## src/rtl/axi_wd_pkg.sv

```systemverilog
package axi_wd_pkg;
  typedef enum logic [1:0] {
    DS_IDLE,
    DS_HIST,
    DS_OFF,
    DS_DONE
  } dump_st_e;
endpackage

```

## src/rtl/axi_wd_slots.sv

```systemverilog
module axi_wd_slots #(
  parameter int SLOTS  = 4,
  parameter int ID_W   = 4,
  parameter int ADDR_W = 32,
  parameter int CNT_W  = 15,
  localparam int REC_W = ID_W + ADDR_W,
  localparam int SL_W  = (SLOTS > 1) ? $clog2(SLOTS) : 1
) (
  input  logic              clk_i,
  input  logic              rst_ni,
  input  logic              flush_i,
  input  logic              acc_i,
  input  logic [ID_W-1:0]   acc_id_i,
  input  logic [ADDR_W-1:0] acc_addr_i,
  input  logic              done_i,
  input  logic [ID_W-1:0]   done_id_i,
  input  logic [CNT_W-1:0]  thresh_i,
  output logic              cmp_o,
  output logic [REC_W-1:0]  cmp_rec_o,
  output logic              exp_o,
  output logic [REC_W-1:0]  exp_rec_o
);
  logic              vld_q  [SLOTS];
  logic [ID_W-1:0]   id_q   [SLOTS];
  logic [ADDR_W-1:0] addr_q [SLOTS];
  logic [CNT_W-1:0]  cnt_q  [SLOTS];

  logic [SLOTS-1:0] hit, exp_v;
  logic             alloc_ok;
  logic [SL_W-1:0]  alloc_idx, hit_idx, exp_idx;

  // lowest index wins for allocation, match and expiry
  always_comb begin
    alloc_ok  = 1'b0;
    alloc_idx = '0;
    hit_idx   = '0;
    exp_idx   = '0;
    hit       = '0;
    exp_v     = '0;
    for (int i = SLOTS - 1; i >= 0; i--) begin
      hit[i]   = done_i && vld_q[i] && (id_q[i] == done_id_i);
      exp_v[i] = vld_q[i] && !hit[i] && (cnt_q[i] >= thresh_i);
      if (!vld_q[i]) begin
        alloc_ok  = 1'b1;
        alloc_idx = SL_W'(i);
      end
      if (hit[i])   hit_idx = SL_W'(i);
      if (exp_v[i]) exp_idx = SL_W'(i);
    end
  end

  assign cmp_o     = |hit;
  assign cmp_rec_o = {id_q[hit_idx], addr_q[hit_idx]};
  assign exp_o     = |exp_v;
  assign exp_rec_o = {id_q[exp_idx], addr_q[exp_idx]};

  for (genvar g = 0; g < SLOTS; g++) begin : g_slot
    always_ff @(posedge clk_i or negedge rst_ni) begin
      if (!rst_ni) begin
        vld_q[g]  <= 1'b0;
        id_q[g]   <= '0;
        addr_q[g] <= '0;
        cnt_q[g]  <= '0;
      end else if (flush_i) begin
        vld_q[g] <= 1'b0;
      end else if (hit[g]) begin
        vld_q[g] <= 1'b0;
      end else if (acc_i && alloc_ok && (alloc_idx == SL_W'(g))) begin
        vld_q[g]  <= 1'b1;
        id_q[g]   <= acc_id_i;
        addr_q[g] <= acc_addr_i;
        cnt_q[g]  <= CNT_W'(1);
      end else if (vld_q[g] && (cnt_q[g] < thresh_i)) begin
        cnt_q[g] <= cnt_q[g] + CNT_W'(1);  // saturates at threshold
      end
    end
  end

  assert_one_match_R8: assert property (@(posedge clk_i) disable iff (!rst_ni)
    $onehot0(hit));
  assert_slot_free_R8: assert property (@(posedge clk_i) disable iff (!rst_ni)
    acc_i && !flush_i |-> alloc_ok);
endmodule

```

## src/rtl/axi_wd_hist.sv

```systemverilog
module axi_wd_hist #(
  parameter int DEPTH = 8,
  parameter int REC_W = 36,
  localparam int PW   = $clog2(DEPTH),
  localparam int CW   = PW + 1
) (
  input  logic             clk_i,
  input  logic             rst_ni,
  input  logic             flush_i,
  input  logic             wr_i,
  input  logic [REC_W-1:0] wr_rec_i,
  input  logic             start_i,
  input  logic             adv_i,
  output logic             avail_o,
  output logic [REC_W-1:0] rd_rec_o
);
  logic [REC_W-1:0] mem_q [DEPTH];
  logic [PW-1:0]    wr_ptr_q, wr_ptr_n, rd_ptr_q;
  logic [CW-1:0]    cnt_q, cnt_n, rem_q;

  always_comb begin
    wr_ptr_n = wr_i ? wr_ptr_q + PW'(1) : wr_ptr_q;
    cnt_n    = (wr_i && (cnt_q != CW'(DEPTH))) ? cnt_q + CW'(1) : cnt_q;
  end

  always_ff @(posedge clk_i) begin
    if (wr_i) mem_q[wr_ptr_q] <= wr_rec_i;
  end

  always_ff @(posedge clk_i or negedge rst_ni) begin
    if (!rst_ni) begin
      wr_ptr_q <= '0;
      cnt_q    <= '0;
      rd_ptr_q <= '0;
      rem_q    <= '0;
    end else if (flush_i) begin
      wr_ptr_q <= '0;
      cnt_q    <= '0;
      rd_ptr_q <= '0;
      rem_q    <= '0;
    end else begin
      wr_ptr_q <= wr_ptr_n;
      cnt_q    <= cnt_n;
      if (start_i) begin
        // oldest entry sits cnt entries behind the write pointer
        rd_ptr_q <= wr_ptr_n - cnt_n[PW-1:0];
        rem_q    <= cnt_n;
      end else if (adv_i) begin
        rd_ptr_q <= rd_ptr_q + PW'(1);
        rem_q    <= rem_q - CW'(1);
      end
    end
  end

  assign avail_o  = (rem_q != '0);
  assign rd_rec_o = mem_q[rd_ptr_q];

  assert_no_overflow_R7: assert property (@(posedge clk_i) disable iff (!rst_ni)
    cnt_q <= CW'(DEPTH));
  assert_adv_has_data_R10: assert property (@(posedge clk_i) disable iff (!rst_ni)
    adv_i |-> rem_q != '0);
endmodule

```

## src/rtl/axi_rd_watchdog.sv

```systemverilog
module axi_rd_watchdog
  import axi_wd_pkg::*;
#(
  parameter int ID_W       = 4,
  parameter int ADDR_W     = 32,
  parameter int SLOTS      = 4,
  parameter int HIST_DEPTH = 8,
  parameter int CNT_W      = 15
) (
  input  logic              clk_i,
  input  logic              rst_ni,
  input  logic              cfg_enable_i,
  input  logic [CNT_W-1:0]  cfg_threshold_i,
  input  logic              trig_clear_i,
  input  logic              ar_valid_i,
  input  logic              ar_ready_i,
  input  logic [ID_W-1:0]   ar_id_i,
  input  logic [ADDR_W-1:0] ar_addr_i,
  input  logic              r_valid_i,
  input  logic              r_ready_i,
  input  logic [ID_W-1:0]   r_id_i,
  input  logic              r_last_i,
  output logic              trigger_o,
  output logic              tr_valid_o,
  input  logic              tr_ready_i,
  output logic [ID_W-1:0]   tr_id_o,
  output logic [ADDR_W-1:0] tr_addr_o,
  output logic              tr_last_o
);
  localparam int REC_W = ID_W + ADDR_W;

  logic             cmp, expd, fire, hist_wr, hist_avail, hist_adv, trig_q;
  logic [REC_W-1:0] cmp_rec, exp_rec, hist_rec, off_rec_q, tr_rec;
  dump_st_e         st_q;

  axi_wd_slots #(
    .SLOTS(SLOTS), .ID_W(ID_W), .ADDR_W(ADDR_W), .CNT_W(CNT_W)
  ) u_slots (
    .clk_i      (clk_i),
    .rst_ni     (rst_ni),
    .flush_i    (trig_clear_i),
    .acc_i      (ar_valid_i && ar_ready_i),
    .acc_id_i   (ar_id_i),
    .acc_addr_i (ar_addr_i),
    .done_i     (r_valid_i && r_ready_i && r_last_i),
    .done_id_i  (r_id_i),
    .thresh_i   (cfg_threshold_i),
    .cmp_o      (cmp),
    .cmp_rec_o  (cmp_rec),
    .exp_o      (expd),
    .exp_rec_o  (exp_rec)
  );

  assign fire    = cfg_enable_i && expd && !trig_q && !trig_clear_i;
  assign hist_wr = cfg_enable_i && cmp && !trig_q && !trig_clear_i;
  assign hist_adv = (st_q == DS_HIST) && hist_avail && tr_ready_i;

  axi_wd_hist #(.DEPTH(HIST_DEPTH), .REC_W(REC_W)) u_hist (
    .clk_i    (clk_i),
    .rst_ni   (rst_ni),
    .flush_i  (trig_clear_i),
    .wr_i     (hist_wr),
    .wr_rec_i (cmp_rec),
    .start_i  (fire),
    .adv_i    (hist_adv),
    .avail_o  (hist_avail),
    .rd_rec_o (hist_rec)
  );

  always_ff @(posedge clk_i or negedge rst_ni) begin
    if (!rst_ni) begin
      trig_q    <= 1'b0;
      off_rec_q <= '0;
      st_q      <= DS_IDLE;
    end else if (trig_clear_i) begin
      trig_q <= 1'b0;
      st_q   <= DS_IDLE;
    end else begin
      if (fire) begin
        trig_q    <= 1'b1;
        off_rec_q <= exp_rec;
      end
      unique case (st_q)
        DS_IDLE: if (fire) st_q <= DS_HIST;
        DS_HIST: if (!hist_avail) st_q <= DS_OFF;
        DS_OFF:  if (tr_ready_i) st_q <= DS_DONE;
        default: st_q <= DS_DONE;
      endcase
    end
  end

  assign trigger_o  = trig_q;
  assign tr_valid_o = ((st_q == DS_HIST) && hist_avail) || (st_q == DS_OFF);
  assign tr_last_o  = (st_q == DS_OFF);
  assign tr_rec     = (st_q == DS_OFF) ? off_rec_q : hist_rec;
  assign tr_id_o    = tr_rec[REC_W-1:ADDR_W];
  assign tr_addr_o  = tr_rec[ADDR_W-1:0];

  assert_silent_untriggered_R4: assert property (@(posedge clk_i) disable iff (!rst_ni)
    tr_valid_o |-> trigger_o);
  assert_hold_on_stall_R10: assert property (@(posedge clk_i) disable iff (!rst_ni)
    tr_valid_o && !tr_ready_i && !trig_clear_i |=>
      tr_valid_o && $stable(tr_id_o) && $stable(tr_addr_o) && $stable(tr_last_o));
  assert_trigger_sticky_R8: assert property (@(posedge clk_i) disable iff (!rst_ni)
    trigger_o && !trig_clear_i |=> trigger_o);
  assert_clear_drops_R9: assert property (@(posedge clk_i) disable iff (!rst_ni)
    trig_clear_i |=> !trigger_o && !tr_valid_o);
  assert_no_fire_disabled_R11: assert property (@(posedge clk_i) disable iff (!rst_ni)
    !cfg_enable_i && !trigger_o |=> !trigger_o);
endmodule

```

## config.mk

```make
export PLATFORM = sky130hd
export DESIGN_NAME = axi_rd_watchdog
export DESIGN_NICKNAME = d
export VERILOG_FILES = /design/src/rtl/axi_wd_pkg.sv /design/src/rtl/axi_wd_slots.sv /design/src/rtl/axi_wd_hist.sv /design/src/rtl/axi_rd_watchdog.sv
export SDC_FILE = /design/constraint.sdc
export NUM_CORES = 1
export LEC_CHECK = 0
export BUFFER_PORTS_ARGS = -buffer_cell sky130_fd_sc_hd__buf_4
export CAP_MARGIN = 20
export CORE_MARGIN = 2
export CORE_UTILIZATION = 35
export DETAILED_ROUTE_END_ITERATION = 10
export PLACE_DENSITY = 0.49
export SLEW_MARGIN = 20
export SYNTH_ARGS = -nofsm -noshare
export SYNTH_HDL_FRONTEND = slang
export SYNTH_SLANG_ARGS = --single-unit
export TNS_END_PERCENT = 1
```

## constraint.sdc

```tcl
create_clock -name clk_i -period 8.3 [get_ports clk_i]
set_clock_uncertainty 0.05 [all_clocks]
set_input_delay 2.49 -clock clk_i [delete_from_list [all_inputs] [get_ports clk_i]]
set_output_delay 2.49 -clock clk_i [all_outputs]
set_load 0.005 [all_outputs]
```

==> out/qor.csv, run 1 <==
stage;metric;value;unit
worst_setup_path;critical setup path kind;reg2out;
pwr;VDD IR max;179;µV
synth;commonest cells in the synthesized netlist;edfxtp_1 (288), nand2_1 (265), dfrtp_1 (261);
cts;TritonCTS Sinks;549;
timing;Tcrit/Tclk final;71.0;%
synth;top-area cell type share of the netlist area;33.8;%
die;num ports;104;
synth;dominant cell type by area after synthesis;edfxtp_1;
die;die height;274;µm
die;die width;274;µm
cts;total clock buffers created by CTS;60;
synth;Netlist Area Pre-Place;25600;µm²
cts;hold_buf cts;0;
synth;count leader, synth;edfxtp_1;
cts;CTS Buffer Depth;3;
die;row count;99;
synth;Avg Inst Size Synth;12.9;µm²
worst_setup_path;worst path required time;5.76;ns
routing;Final ANT Viol Nets;0;
die;Std-Cell Core Area;72600;µm²
placement;post-DP HPWL;45.4;mm
synth;syn_nets;2114;
cells_and_area;final core occ;40.7;%
cts;Clock Root Buffer;clkbuf_16;
routing;vias;16700;
grt;Congestion Overflow GR;0;
cts;Setup Buffers After CTS;0;
routing;initial DRC count;1097;
grt;largest net degree at the start of global routing;162;
grt;Total Routing Usage GR;19.0;%
grt;global-route wire length before repair;108;mm
worst_setup_path;element type at the critical path end;output port;
worst_setup_path;Critical Path AT;3.35;ns
synth;register area share after synthesis;59.4;%
timing;total negative slack;0;ns
worst_setup_path;Critical Path Start Type;flop;
cts;number of H-tree levels;2;
die;Initial Utilization;35.2;%
cells_and_area;fraction of layout cells with a size suffix above 1;21.8;%
synth;yosys warns;0;
cts;Clk Latency, worst-skew pair;0.66;ns
timing;measured slew at the worst slew-check pin;1.06;ns
synth;number of synthesized flops with an enable pin;288;
timing;final hold viol count;0;
synth;Gate Count Post-Synth;1977;
cts;CTS tree;built;
routing;Pre-antenna DRT Iters;5;
worst_hold_path;class of the worst hold path;reg2reg;
timing;RSZ-0062 raised after global routing;no;
synth;async set or reset register ratio after synthesis;47.5;%
cells_and_area;Final #Nets;2201;
placement;placer congestion estimate;0.827;
worst_setup_path;worst-path maximum fanout;41;
die;DIE AREA;75200;µm²
grt;initial antenna violation count;16;
timing;final setup fails;0;
timing;Worst slew margin;28.9;%
pwr;PwrDens;215;nW/µm²
synth;Yosys reg bits;549;
routing;Wirelength per Cell;23.2;µm
timing;fin crit period;5.89;ns
timing;Fmax achieved;170;MHz
synth;most used flip-flop cell after synthesis;edfxtp_1;
timing;WHS;0.457;ns
worst_setup_path;R2R depth;8;
placement;Port Buf Inserts;103;
worst_hold_path;Hold Crit Depth;2;
cts;CTS resizes;0;
routing;Total Wirelength;71.3;mm
pwr;total power;6.34;mW
cts;CTS clk-pin slew, worst paths;0.06;ns
routing;DRC errors left;0;
status;status;complete, no violations;
timing;Slew Limit Fails;0;
synth;synth unique cells;64;
pwr;LEAKAGE;11.4;nW
flow_run;Max-Cap Viols;0;
cells_and_area;Layout area overhead;15.5;%
routing;Via density;5.45;
synth;top cells by area, synth;edfxtp_1 (34%), dfrtp_1 (26%), mux4_2 (6.3%);
grt;vias in the first global route;17100;
[state kept, by name, summed over array words and instances, names as in the netlist]
signal and count:
u_slots.addr_q 128, u_hist.wr_ptr_q 3, u_hist.mem_q 288, u_slots.id_q 16, off_rec_q 36, u_hist.rd_ptr_q 3, st_q 2, u_slots.vld_q 4
u_hist.rem_q 4, u_hist.cnt_q 4, trigger_o 1, u_slots.cnt_q 60
[where the power goes]
part	switching (mW)	internal (mW)
Combinational	0.297	0.180
Clock	1.14	1.57
Sequential	0.102	3.05
Total	1.54	4.80
[routing by layer]
metal,global-route usage [%],up-vias,share of wire (%)
met5,0,-,0.22
met2,31.5,428,48
met4,5.08,22,2.3
met1,25.5,8551,44
met3,3.74,131,5.7
li1,-,7606,-
[cells by family after synthesis]
family | after synthesis | synth area share (%)
fa+ha+maj | 72 | 3.55
flops | 549 | 59.4
buf+inv | 151 | 2.38
compound gates | 377 | 9.54
mux | 222 | 12.8
simple gates | 543 | 10.1
xor+xnor | 63 | 2.22
[worst paths after layout]
kind / from / slack (ns) / endpoint
hold / removal: u_slots.addr_q[104]$_DFFE_PN0P_ / 0.46 / u_slots.addr_q[104]$_DFFE_PN0P_
setup reg to reg: u_slots.id_q[4]$_DFFE_PN0P_ / 4.21 / u_hist.mem_q[0][16]$_DFFE_PP_
hold reg to reg: u_slots.addr_q[104]$_DFFE_PN0P_ / 0.46 / u_slots.addr_q[104]$_DFFE_PN0P_
min in group asynchronous: rst_ni / 1.87 / st_q[0]$_DFFE_PN0P_
max in group asynchronous: rst_ni / 4.87 / u_slots.addr_q[43]$_DFFE_PN0P_
setup / recovery: u_hist.rd_ptr_q[0]$_DFFE_PN0P_ / 2.41 / tr_addr_o[7]
[through the flow]
| step | instances | setup slack, ns | instance area (µm²) |
|---|---|---|---|
| after floorplan | 1977 | 1.67 | 25600 |
| after global placement | 2960 | 2.06 | 27500 |
| after detailed placement | 2960 | 1.97 | 27500 |
| after CTS | 3070 | 2.29 | 29500 |
| after global routing | 3072 | 2.15 | 29500 |
| final | 3072 | 2.41 | 29500 |
[critical path, cell delays in order (launching register included)]
cell     delay, ns
dfrtp_4       0.98
buf_12        0.37
mux4_2        0.55
mux2i_1       0.25
o21ai_0       0.24
buf_4         0.24
[area by class of cell]
cell class                      instances  area, µm²
Timing Repair Buffer                  136       1070
Antenna cell                            1       2.50
Inverter                               40        150
Clock inverter                         19        240
Multi-Input combinational cell       1277       9900
Clock buffer                           91       1780
Fill cell                            6868      43100
Sequential cell                       549      15200
Tap cell                              959       1200
[layout by cell type, fill, tap and decap left out, types with 9 or more instances in the layout]
master | Yosys | layout
a211oi_1 | 43 | 43
a21o_1 | 10 | 10
a21oi_1 | 80 | 80
a31oi_1 | 39 | 39
and2_1 | 44 | 44
and3_1 | 12 | 12
buf_4 | 4 | 132
clkbuf_1 | 72 | 15
clkbuf_16 | 0 | 60
clkbuf_8 | 0 | 16
dfrtp_1 | 261 | 258
edfxtp_1 | 288 | 288
ha_1 | 71 | 71
inv_1 | 40 | 40
mux2_2 | 110 | 110
mux2i_1 | 39 | 39
mux4_2 | 72 | 72
nand2_1 | 265 | 265
nand3_1 | 18 | 18
nand4_1 | 30 | 30
nor2_1 | 92 | 83
nor2_4 | 0 | 9
nor3_1 | 12 | 9
nor4_1 | 10 | 9
nor4_2 | 9 | 10
o21ai_0 | 65 | 65
o22a_1 | 36 | 36
o22ai_1 | 72 | 72
xnor2_1 | 40 | 40
xor2_1 | 22 | 22
Note: power is estimated with default switching activity, not from simulation.
==> run 2, diff against run 1 <==
--- a/config.mk
+++ b/config.mk
@@ -10,7 +10,7 @@
 export CORE_MARGIN = 2
 export CORE_UTILIZATION = 35
 export DETAILED_ROUTE_END_ITERATION = 10
-export PLACE_DENSITY = 0.49
+export PLACE_DENSITY = 0.51
 export SLEW_MARGIN = 20
 export SYNTH_ARGS = -nofsm -noshare
 export SYNTH_HDL_FRONTEND = slang
==> constraint.sdc (replaced) <==
create_clock -name clk_i -period 4.74 [get_ports clk_i]
set_clock_uncertainty 0.05 [all_clocks]
set_input_delay 1.422 -clock clk_i [delete_from_list [all_inputs] [get_ports clk_i]]
set_output_delay 1.422 -clock clk_i [all_outputs]
set_load 0.005 [all_outputs]
==> out/qor.csv, run 2 (synthesized netlist as in run 1, its figures left out) <==
stage;metric;value;unit;change
worst_setup_path;Worst R2R Start;u_slots.id_q[1]$_DFFE_PN0P_;;
cells_and_area;max reg flops;288;;unchanged
timing;final setup fails;0;;unchanged
cells_and_area;Design Area, Final;30300;µm²;+2.7%
cells_and_area;Layout area overhead;18.6;%;
worst_setup_path;R2R depth;12;;+4
worst_hold_path;class of the worst hold path;reg2reg;;
die;die height;274;µm;unchanged
worst_setup_path;worst setup path endpoint;tr_addr_o[14];;
pwr;LEAKAGE;11.8;nW;+3.4%
worst_setup_path;R2R Setup Slk;1.39;ns;-2.82 ns
timing;WHS;0.461;ns;+0.00406 ns
status;status;complete, no violations;;
worst_setup_path;Critical Path Start Type;flop;;
worst_setup_path;worst path required time;3.27;ns;-2.49 ns
worst_setup_path;slowest cell delay on critical path;0.72;ns;-0.26 ns
placement;Port Buf Inserts;103;;unchanged
die;Initial Utilization;35.2;%;unchanged
worst_setup_path;worst path bufs/invs;2;;unchanged
cts;number of H-tree levels;2;;unchanged
worst_setup_path;element type at the critical path end;output port;;
timing;total negative slack;0;ns;unchanged
cts;CTS clk-pin slew, worst paths;0.06;ns;about the same
worst_setup_path;worst-path maximum fanout;24;;-41%
timing;final hold viol count;0;;unchanged
timing;RSZ-0062 raised after global routing;no;;
flow_run;Max-Cap Viols;0;;unchanged
placement;Area after DPL;28300;µm²;+2.8%
routing;Total Wirelength;72.1;mm;+1.1%
routing;initial DRC count;1038;;-5.4%
worst_hold_path;Hold Crit Depth;2;;unchanged
cells_and_area;commonest non-fill, non-tap cell in the layout;edfxtp_1;;
worst_setup_path;worst-path cell with the longest stage delay;dfrtp_4;;
routing;Via density;5.41;;-0.77%
timing;Slew Limit Fails;0;;unchanged
cts;TritonCTS Sinks;549;;unchanged
worst_setup_path;Crit path max-delay family;multiplexers;;
die;row count;99;;unchanged
placement;post-DP HPWL;46.0;mm;+1.3%
cells_and_area;Reg with most FFs;u_hist.mem_q;;
worst_setup_path;crit-path cells;buf_12 -> mux4_2 -> mux2i_1 -> o21ai_0 -> buf_4;;
worst_setup_path;Critical Path Start;u_hist.rd_ptr_q[0]$_DFFE_PN0P_;;
cts;CTS resizes;0;;unchanged
timing;fin crit period;4.38;ns;
routing;Wirelength per Cell;23.0;µm;-0.73%
grt;met1 Resource Use GR;25.6;%;+0.072 points
routing;vias;16900;;+1.1%
cts;Setup Buffers After CTS;0;;unchanged
grt;met3 usage in global routing;2.65;%;-1.1 points
cells_and_area;Multi-input gate area;9910;µm²;about the same
cts;CTS tree;built;;
grt;global-route wire length before repair;110;mm;+2.2%
timing;Worst slew margin;39.6;%;+11 points
timing;measured slew at the worst slew-check pin;0.906;ns;-0.155 ns
grt;Most Used Layer, Global Route;met2;;
cells_and_area;Final #Nets;2257;;+2.5%
cells_and_area;Register Area;15200;µm²;unchanged
routing;DRC errors left;0;;unchanged
die;DIE AREA;75200;µm²;unchanged
timing;Tcrit/Tclk final;92.5;%;
die;Std-Cell Core Area;72600;µm²;unchanged
die;die width;274;µm;unchanged
cells_and_area;biggest regs;u_hist.mem_q: 288 flops, u_slots.addr_q: 128 flops, u_slots.cnt_q: 60 flops;;
cts;hold_buf cts;0;;unchanged
grt;vias in the first global route;17600;;+3.3%
routing;Pre-antenna DRT Iters;5;;unchanged
pwr;VDD IR max;267;µV;+49%
pwr;PwrDens;374;nW/µm²;+74%
cells_and_area;filler cell count;6807;;-0.89%
cts;total clock buffers created by CTS;57;;-5.0%
routing;Final ANT Viol Nets;0;;unchanged
cts;CTS Buffer Depth;3;;unchanged
placement;placer congestion estimate;0.842;;+1.7%
grt;largest net degree at the start of global routing;93;;-43%
cells_and_area;most frequent cells in the layout;edfxtp_1 (288), nand2_1 (265), dfrtp_1 (258);;
grt;grt met2 use;32.7;%;+1.2 points
cells_and_area;fraction of layout cells with a size suffix above 1;23.8;%;+2.0 points
grt;Total Routing Usage GR;19.3;%;+0.29 points
worst_setup_path;Critical Path AT;2.91;ns;-0.44 ns
pwr;total power;11.3;mW;+79%
worst_setup_path;reg2reg end;u_hist.rd_ptr_q[2]$_DFFE_PN0P_;;
worst_setup_path;WP depth;5;;unchanged
timing;Fmax achieved;228;MHz;
worst_setup_path;critical setup path kind;reg2out;;
die;num ports;104;;unchanged
cts;Clk Latency, worst-skew pair;0.63;ns;-0.03 ns
grt;initial antenna violation count;5;;-11
cts;Clock Root Buffer;clkbuf_16;;
grt;Congestion Overflow GR;0;;unchanged
## run 2: changes by cell type in the layout (fill, tap and decap cells not counted), sizes merged
cell,previous run,this run
bufinv,3,12
buf,136,195
clkinv,12,20
inv,42,41
clkbuf,91,73
## run 2: per-layer routing
| layer | share of wire [%] | wire (µm) | vias up |
|---|---|---|---|
| met5 | 0.069 | 50 | - |
| met3 | 4.0 | 2910 | 135 |
| li1 | - | - | 7738 |
| met1 | 44 | 31500 | 8650 |
| met2 | 49 | 35400 | 387 |
| met4 | 3.0 | 2130 | 8 |
## run 2: cell type report
class                           count  area share [%]
Sequential cell                   549            50.1
Antenna cell                        1         0.00826
Timing Repair Buffer              195            5.97
Clock buffer                       73            5.10
Clock inverter                     35            1.67
Multi-Input combinational cell   1277            32.7
Tap cell                          959            3.96
Inverter                           40           0.495
## run 2: worst min path at each step
stage	start	to
4_1_cts	u_slots.addr_q[121]$_DFFE_PN0P_	u_slots.addr_q[121]$_DFFE_PN0P_
3_3_place_gp	u_slots.addr_q[103]$_DFFE_PN0P_	u_slots.addr_q[103]$_DFFE_PN0P_
5_1_grt	u_slots.addr_q[100]$_DFFE_PN0P_	u_slots.addr_q[100]$_DFFE_PN0P_
3_5_place_dp	u_slots.addr_q[121]$_DFFE_PN0P_	u_slots.addr_q[121]$_DFFE_PN0P_
6_report	u_slots.addr_q[124]$_DFFE_PN0P_	u_slots.addr_q[124]$_DFFE_PN0P_
2_1_floorplan	u_slots.addr_q[100]$_DFFE_PN0P_	u_slots.addr_q[100]$_DFFE_PN0P_
## run 2: power breakdown
| group | internal (mW) | switching [mW] | total (mW) |
|---|---|---|---|
| clock network | 2.96 | 1.95 | 4.91 |
| logic | 0.372 | 0.521 | 0.892 |
| registers | 5.33 | 0.191 | 5.52 |
| total | 8.67 | 2.66 | 11.3 |
## run 2: worst reg2reg max path, cell delays in order, from the launching register on
cell and delay [ns]:
dfrtp_1 0.46, xor2_1 0.17, nor4_1 0.38, and3_1 0.27, o41a_1 0.27, o21ai_4 0.09
xnor2_1 0.18, inv_1 0.07, ha_1 0.19, fa_1 0.40, xor3_1 0.38, xnor2_1 0.15
a211oi_2 0.17
## run 2: stage by stage
stage	setup WS (ns)	instances	util, %
5_1_grt	0.191	3128	41.8
2_1_floorplan	-0.815	1977	-
6_report	0.357	3129	41.8
3_5_place_dp	0.286	3020	38.9
4_1_cts	0.259	3128	41.8
3_3_place_gp	0.340	3020	38.9
